==> src/rtl/scl_phase_gen_pkg.sv <==
package scl_phase_gen_pkg;
  typedef enum logic [1:0] {
    PH_IDLE = 2'd0,
    PH_LOW  = 2'd1,
    PH_HIGH = 2'd2,
    PH_HOLD = 2'd3
  } phase_e;

  localparam logic KIND_BIT  = 1'b0;
  localparam logic KIND_HOLD = 1'b1;

  localparam int SEL_STD_HI  = 0;
  localparam int SEL_STD_LO  = 1;
  localparam int SEL_FAST_HI = 2;
  localparam int SEL_FAST_LO = 3;
  localparam int NUM_COUNTS  = 4;

  // Fixed overhead cycles added to the programmed counts
  localparam int LOW_EXTRA  = 1;
  localparam int HIGH_EXTRA = 8;
  localparam int HOLD_EXTRA = 3;
endpackage

==> src/rtl/scl_cnt_bank.sv <==
module scl_cnt_bank
  import scl_phase_gen_pkg::*;
#(
  parameter int CNT_W       = 16,
  parameter int DEF_STD_HI  = 4,
  parameter int DEF_STD_LO  = 5,
  parameter int DEF_FAST_HI = 1,
  parameter int DEF_FAST_LO = 2
) (
  input  logic                             clk,
  input  logic                             rst_n,
  input  logic                             enable,
  input  logic                             cfg_wr,
  input  logic [1:0]                       cfg_addr,
  input  logic [CNT_W-1:0]                 cfg_wdata,
  output logic [NUM_COUNTS-1:0][CNT_W-1:0] counts
);
  localparam logic [NUM_COUNTS-1:0][CNT_W-1:0] RESET_VALS = {
    CNT_W'(DEF_FAST_LO), CNT_W'(DEF_FAST_HI),
    CNT_W'(DEF_STD_LO),  CNT_W'(DEF_STD_HI)
  };

  logic wr_open;
  assign wr_open = cfg_wr && !enable;

  for (genvar g = 0; g < NUM_COUNTS; g++) begin : g_cnt
    always_ff @(posedge clk or negedge rst_n) begin
      if (!rst_n)
        counts[g] <= RESET_VALS[g];
      else if (wr_open && (cfg_addr == 2'(g)))
        counts[g] <= cfg_wdata;
    end
  end
endmodule

==> src/rtl/scl_phase_ctr.sv <==
module scl_phase_ctr #(
  parameter int W = 20
) (
  input  logic         clk,
  input  logic         rst_n,
  input  logic         clear,
  input  logic         load,
  input  logic [W-1:0] load_val,
  input  logic         dec,
  output logic         zero
);
  logic [W-1:0] cnt_q;

  always_ff @(posedge clk or negedge rst_n) begin
    if (!rst_n)
      cnt_q <= '0;
    else if (clear)
      cnt_q <= '0;
    else if (load)
      cnt_q <= load_val;
    else if (dec && cnt_q != '0)
      cnt_q <= cnt_q - W'(1);
  end

  assign zero = (cnt_q == '0);
endmodule

==> src/rtl/scl_phase_gen.sv <==
module scl_phase_gen
  import scl_phase_gen_pkg::*;
#(
  parameter int CNT_W       = 16,
  parameter int DEF_STD_HI  = 4,
  parameter int DEF_STD_LO  = 5,
  parameter int DEF_FAST_HI = 1,
  parameter int DEF_FAST_LO = 2
) (
  input  logic             clk,
  input  logic             rst_n,
  input  logic             enable,
  input  logic             fast_sel,
  input  logic             cfg_wr,
  input  logic [1:0]       cfg_addr,
  input  logic [CNT_W-1:0] cfg_wdata,
  input  logic             req_valid,
  input  logic             req_kind,
  output logic             req_ready,
  input  logic             scl_in,
  output logic             scl_drive_low,
  output logic             sda_change_stb,
  output logic             sda_sample_stb
);
  localparam int CW = CNT_W + 4;

  logic [NUM_COUNTS-1:0][CNT_W-1:0] counts;
  phase_e ph_q, ph_d;
  logic   first_q, fast_q;
  logic   accept, ctr_zero, ctr_load, ctr_dec;
  logic [CW-1:0] ctr_val;
  logic [CNT_W-1:0] lo_now, hi_now, hi_held;

  scl_cnt_bank #(
    .CNT_W(CNT_W), .DEF_STD_HI(DEF_STD_HI), .DEF_STD_LO(DEF_STD_LO),
    .DEF_FAST_HI(DEF_FAST_HI), .DEF_FAST_LO(DEF_FAST_LO)
  ) u_bank (
    .clk(clk), .rst_n(rst_n), .enable(enable), .cfg_wr(cfg_wr),
    .cfg_addr(cfg_addr), .cfg_wdata(cfg_wdata), .counts(counts)
  );

  assign lo_now  = fast_sel ? counts[SEL_FAST_LO] : counts[SEL_STD_LO];
  assign hi_now  = fast_sel ? counts[SEL_FAST_HI] : counts[SEL_STD_HI];
  assign hi_held = fast_q   ? counts[SEL_FAST_HI] : counts[SEL_STD_HI];

  assign req_ready = enable && (ph_q == PH_IDLE);
  assign accept    = req_ready && req_valid;

  always_comb begin
    ph_d     = ph_q;
    ctr_load = 1'b0;
    ctr_dec  = 1'b0;
    ctr_val  = '0;
    unique case (ph_q)
      PH_IDLE: if (accept) begin
        ctr_load = 1'b1;
        if (req_kind == KIND_HOLD) begin
          ph_d    = PH_HOLD;
          ctr_val = CW'(hi_now) + CW'(HOLD_EXTRA - 1);
        end else begin
          ph_d    = PH_LOW;
          ctr_val = CW'(lo_now) + CW'(LOW_EXTRA - 1);
        end
      end
      PH_LOW: begin
        if (ctr_zero) begin
          ph_d     = PH_HIGH;
          ctr_load = 1'b1;
          ctr_val  = CW'(hi_held) + CW'(HIGH_EXTRA - 1);
        end else begin
          ctr_dec = 1'b1;
        end
      end
      PH_HIGH, PH_HOLD: begin
        if (scl_in) begin
          if (ctr_zero) ph_d = PH_IDLE;
          else          ctr_dec = 1'b1;
        end
      end
      default: ph_d = PH_IDLE;
    endcase
  end

  scl_phase_ctr #(.W(CW)) u_ctr (
    .clk(clk), .rst_n(rst_n), .clear(!enable), .load(ctr_load),
    .load_val(ctr_val), .dec(ctr_dec), .zero(ctr_zero)
  );

  always_ff @(posedge clk or negedge rst_n) begin
    if (!rst_n) begin
      ph_q    <= PH_IDLE;
      first_q <= 1'b0;
      fast_q  <= 1'b0;
    end else if (!enable) begin
      ph_q    <= PH_IDLE;
      first_q <= 1'b0;
      fast_q  <= 1'b0;
    end else begin
      ph_q    <= ph_d;
      first_q <= accept && (req_kind == KIND_BIT);
      if (accept) fast_q <= fast_sel;
    end
  end

  assign scl_drive_low  = (ph_q == PH_LOW);
  assign sda_change_stb = (ph_q == PH_LOW) && first_q;
  assign sda_sample_stb = (ph_q == PH_HIGH) && scl_in && ctr_zero;
endmodule

==> config.mk <==
export PLATFORM = sky130hd
export DESIGN_NAME = scl_phase_gen
export DESIGN_NICKNAME = d
export VERILOG_FILES = /design/src/rtl/scl_phase_gen_pkg.sv /design/src/rtl/scl_cnt_bank.sv /design/src/rtl/scl_phase_ctr.sv /design/src/rtl/scl_phase_gen.sv
export SDC_FILE = /design/constraint.sdc
export NUM_CORES = 1
export LEC_CHECK = 0
export ABC_AREA = 1
export BUFFER_PORTS_ARGS = -buffer_cell sky130_fd_sc_hd__buf_2
export CORE_MARGIN = 2
export CORE_UTILIZATION = 37
export DETAILED_ROUTE_END_ITERATION = 16
export HOLD_SLACK_MARGIN = 0.06
export RECOVER_POWER = 50
export SLEW_MARGIN = 20
export SYNTH_ARGS = -nofsm -noshare
export SYNTH_HDL_FRONTEND = slang
export SYNTH_SLANG_ARGS = --single-unit
==> constraint.sdc <==
create_clock -name clk -period 4.4 [get_ports clk]
set_clock_uncertainty 0.1 [all_clocks]
set_input_delay 0.44 -clock clk [delete_from_list [all_inputs] [get_ports clk]]
set_output_delay 0.44 -clock clk [all_outputs]
set_load 0.05 [all_outputs]
Word level (Yosys, flattened, before mapping)
Index checks and enable logic that the tools add are counted.

storage, ports and cells
  bits in registers = 88
  memories kept = 0
  latch bits = 0
  input bits = 26
  memory bits (read-only) = 0
  bits in writable memories = 0

cells by class
  equal/unequal tests = 12
  shift operators = 0
  multiplexer cells = 26
  bitwise logic cells = 1
  magnitude comparators = 0
  divide/modulo/power cells = 0
  $mul = 0
  reductions and logical operators = 19
  add/subtract/negate cells = 3

operator list
  operator               count
  $mux 20                3
  $mux 17                3
  $mux 16                3
  $pmux 17 s2            1
  $logic_not 20->1       1
  $reduce_bool 20->1     1
  $sub 20x1->20 const B  1
  $add 16x2->17 const B  1
  $add 16x3->17 const B  1
  $logic_and 1x1->1      12
  $mux 2                 6
  $ne 3x3->1 const B     3
  $eq 2x2->1 const B     4
  $mux 1                 7
  $pmux 2 s3             1
  $eq 2x1->1 const B     2
  $logic_not 2->1        2
  $pmux 1 s2             2
  $reduce_and 4->1       1
  $ne 3x1->1 const B     1
  $ne 3x2->1 const B     1
  $ne 2x1->1 const B     1
  $reduce_or 2->1        1
  $logic_not 1->1        1
  $not 1->1              1

Longest topological paths before layout
  depth after elaboration = 8
  depth in mapped cells = 17
  depth with buffers taken out = 15

Hierarchy
From an unflattened synthesis, not the netlist that was laid out.

second synthesis, totals
  cells, all modules = 965
  area total of the unflattened synthesis = 6323.6 um^2

modules (own cells, without submodules)
  module         cells an instance  instances  area an instance (um^2)
  scl_cnt_bank   285                1          2613.8
  scl_phase_gen  435                1          2178.3
  scl_phase_ctr  245                1          1531.5

Worst setup path after synthesis
No wires, ideal clock.

  path kind = register to output
  start point = register u_ctr.cnt_q[0]
  end point = output port sda_sample_stb
  path slack = 1.470 ns
  arrival time = 2.390 ns
  path buffers = 0
  cell stages (with the launch flop) = 7
  cells stage by stage = dfrtp_1 inv_1 ha_1 nand3_1 nor2_1 nand3_1 nor4_1

on the way
  word-level cells in the longest chain between the ends = 2

RTL lines
  what                      line                  source
  start: declaration        scl_phase_ctr.sv:12   logic [W-1:0] cnt_q;
  start signal: assignment  scl_phase_ctr.sv:20   cnt_q <= load_val;
  start signal: assignment  scl_phase_ctr.sv:22   cnt_q <= cnt_q - W'(1);
  $logic_not 20->1          scl_phase_ctr.sv:25   assign zero = (cnt_q == '0);
  $logic_and 1x1->1         scl_phase_gen.sv:107  assign sda_sample_stb = (ph_q == PH_HIGH) && scl_in && ctr_zero;
  end: declaration          scl_phase_gen.sv:23   output logic sda_sample_stb

Every way passes these cells.

==> results.json <==
{
  "die_w_um": 130.1,
  "async_flop_share": 1.000,
  "worstSetupPathType": "in -> async",
  "max_clock_freq_mhz": 332.1,
  "htree_levels": 3,
  "totalWireLength_um": 16490,
  "powerDensity_nw_per_um2": 535.1,
  "track_usage": 0.2058,
  "synthMostInstantiatedCell": "nand2_1",
  "clock-root-buffer": "clkbuf_16",
  "dp_cells": 1097,
  "relSlewSlack": -1.102,
  "start_util": 0.3744,
  "synth-edff-count": 0,
  "hold_viol_final": 0,
  "fp-row-count": 46,
  "hold_path_class": "in -> reg",
  "yosysWarnings": 0,
  "worstPathArrival_ns": 3.36,
  "fin_hold_ws_ns": 0.2716,
  "drt-initial-drc-count": 494,
  "grt_max_degree": 56,
  "busiest_layer": "met2",
  "dieArea_sq_um": 16920,
  "worstSetupStartpointType": "input port",
  "ios": 30,
  "grt_pass1_wl_um": 26800,
  "status": "finished with violations",
  "critPathMaxFanout": 55,
  "grt_use_met1": 0.2916,
  "slowest_stage": "clkbuf_1",
  "met3_usage": 0.03280,
  "synth_nets": 907,
  "cts_buffers": 9,
  "wl_per_cell_um": 14.82,
  "drive_above_1_share": 0.09810,
  "peakVddDrop_mv": 0.2066,
  "fin_nets": 922,
  "place_congestion": 0.8932,
  "syn_avg_cell_area_sq_um": 6.708,
  "crit_family": "buffers and inverters",
  "clock_sinks": 88,
  "worstSkewPairLatency_ns": 0.35,
  "path_clk_slew_ns": 0.06,
  "groute.layer.met2.usage": 0.3274,
  "core-area_sq_um": 15710,
  "maxSlewViolCount": 56,
  "drt_pass1_iterations": 5,
  "setup_viol": 0,
  "worst_slew_pin_slew_ns": 3.153,
  "multi_input_area_sq_um": 3082,
  "via_count": 5475,
  "yosysTopAreaCellShare": 0.3530,
  "synth_cell_types": 41,
  "cts_setup_buffers": 0,
  "synth_common_cells": "305 x nand2_1, 108 x inv_1, 92 x o21ai_0",
  "ys.flop_type": "dfrtp_1",
  "netlist_instances": 877,
  "fin_setup_tns_ns": 0,
  "violations": "capacitance limit, slew limit",
  "leakage_nw": 3.251,
  "n_antenna_cell": 0,
  "antenna_found_initial": 0,
  "seq_area_sq_um": 2208,
  "cts_buffer_depth": 2,
  "critPathMaxStageDelay_ns": 2.18,
  "ys_ff_latch": 88,
  "cp-end-kind": "async pin",
  "stdcell_count": 1113,
  "fillers": 1661,
  "drv_cap": 1,
  "grt_pass1_vias": 4978,
  "drc": 0,
  "ys_seq_area_frac": 0.3754,
  "numPortBuffers": 29,
  "crit_chain": "clkbuf_1, buf_4",
  "netlist_top_cells_area": "dfrtp_1 35%, nand2_1 19%, o21ai_0 7.8%",
  "overflow": 0,
  "dpl.hpwl_um": 12250,
  "cts_resized": 0,
  "cts_hold_buf": 0,
  "cts_tree": "built",
  "synth_top_area_cell": "dfrtp_1",
  "postRouteAntennaNets": 0,
  "synth_area_sq_um": 5883,
  "viasPerCell": 4.919,
  "dieHeight_um": 130.1,
  "period_needed_ns": 3.011,
  "finalCritPeriodShare": 0.6844,
  "critPathRequiredTime_ns": 4.75,
  "critPathBufInv": 2,
  "area_growth_pct": 9.592,
  "rsz0062_at_grt": "false"
}
==> worst paths after layout <==
| check | depth (start not counted) | slack, ns | end | startpoint |
|---|---|---|---|---|
| worst min register to register | 2 | 0.39 | u_bank.counts[55] | u_bank.counts[55] |
| worst max-delay path | 2 | 1.39 | u_bank.counts[16] | rst_n |
| min in group asynchronous | 1 | 1.03 | u_ctr.cnt_q[4] | rst_n |
| worst min-delay path | 3 | 0.27 | u_bank.counts[32] | cfg_wdata[0] |
| max in group clk | 14 | 1.46 | u_ctr.cnt_q[12] | fast_q |
| worst max register to register | 14 | 1.46 | u_ctr.cnt_q[12] | fast_q |
==> state kept, by name, summed over array words and instances, names as in the netlist <==
signal	cells
fast_q	1
ph_q	2
u_ctr.cnt_q	20
first_q	1
u_bank.counts	64
==> kinds of logic (layout without fill, tap and decap cells) <==
logic type / after synthesis / in the layout / share of synthesized area
AOI/OAI and AO/OA: 133 / 133 / 0.1176
xor gates and xnor gates: 12 / 12 / 0.01786
adders and majority gates: 4 / 4 / 0.008507
buffers and inverters: 139 / 159 / 0.1017
DFF: 88 / 88 / 0.3754
muxes: 3 / 3 / 0.005104
and+or+nand+nor: 498 / 498 / 0.3739
==> through the flow <==
step | setup WS (ns) | instance area (sq um) | power, W | utilization
floorplan | 1.470 | 5883 | 0.002285 | -
global placement | 1.527 | 6146 | 0.002633 | 0.3911
detailed placement | 1.502 | 6146 | 0.002643 | 0.3911
CTS | 1.502 | 6451 | 0.003454 | 0.4106
global route | 0.6998 | 6447 | 0.003716 | 0.4103
finish | 1.389 | 6447 | 0.003450 | 0.4103
==> report_power, final <==
group / switching [W] / total [W] / internal [W]
Sequential: 0.000168 / 0.00116 / 0.000996
Combinational: 0.00102 / 0.00149 / 0.000469
Clock: 0.000340 / 0.000800 / 0.000460
Total: 0.00152 / 0.00345 / 0.00193
==> final cells by class <==
| class | count | share of cell area |
|---|---|---|
| Clock inverter | 5 | 0.009703 |
| Inverter | 112 | 0.06637 |
| Tap cell | 216 | 0.04192 |
| Clock buffer | 11 | 0.03765 |
| Timing Repair Buffer | 31 | 0.02387 |
| Multi-Input combinational cell | 650 | 0.4780 |
| Sequential cell | 88 | 0.3425 |
==> per-layer routing <==
layer | share of wire | wire (um)
met2 | 0.46 | 7538
met3 | 0.037 | 614
met4 | 0.016 | 258
met1 | 0.49 | 8080
met5 | 0 | 0
==> cell usage in the layout (no fill, tap or decap), drive strengths merged, types with 2 or more instances in the layout <==
master    netlist  routed
ha              4       4
nor3            8       8
o211ai          4       4
nand4          15      15
nor3b           2       2
dfrtp          83      83
dfstp           5       5
clkbuf         13      14
nor2           92      92
buf            14      28
xor2           10      10
o22ai           3       3
nand2         314     314
clkinvlp        0       2
nand3          59      59
mux2i           3       3
or2             4       4
inv           112     114
o21ai          97      97
a21oi          22      22
nand3b          2       2
xnor2           2       2
a31oi           4       4
(Power assumes the default switching activity.)
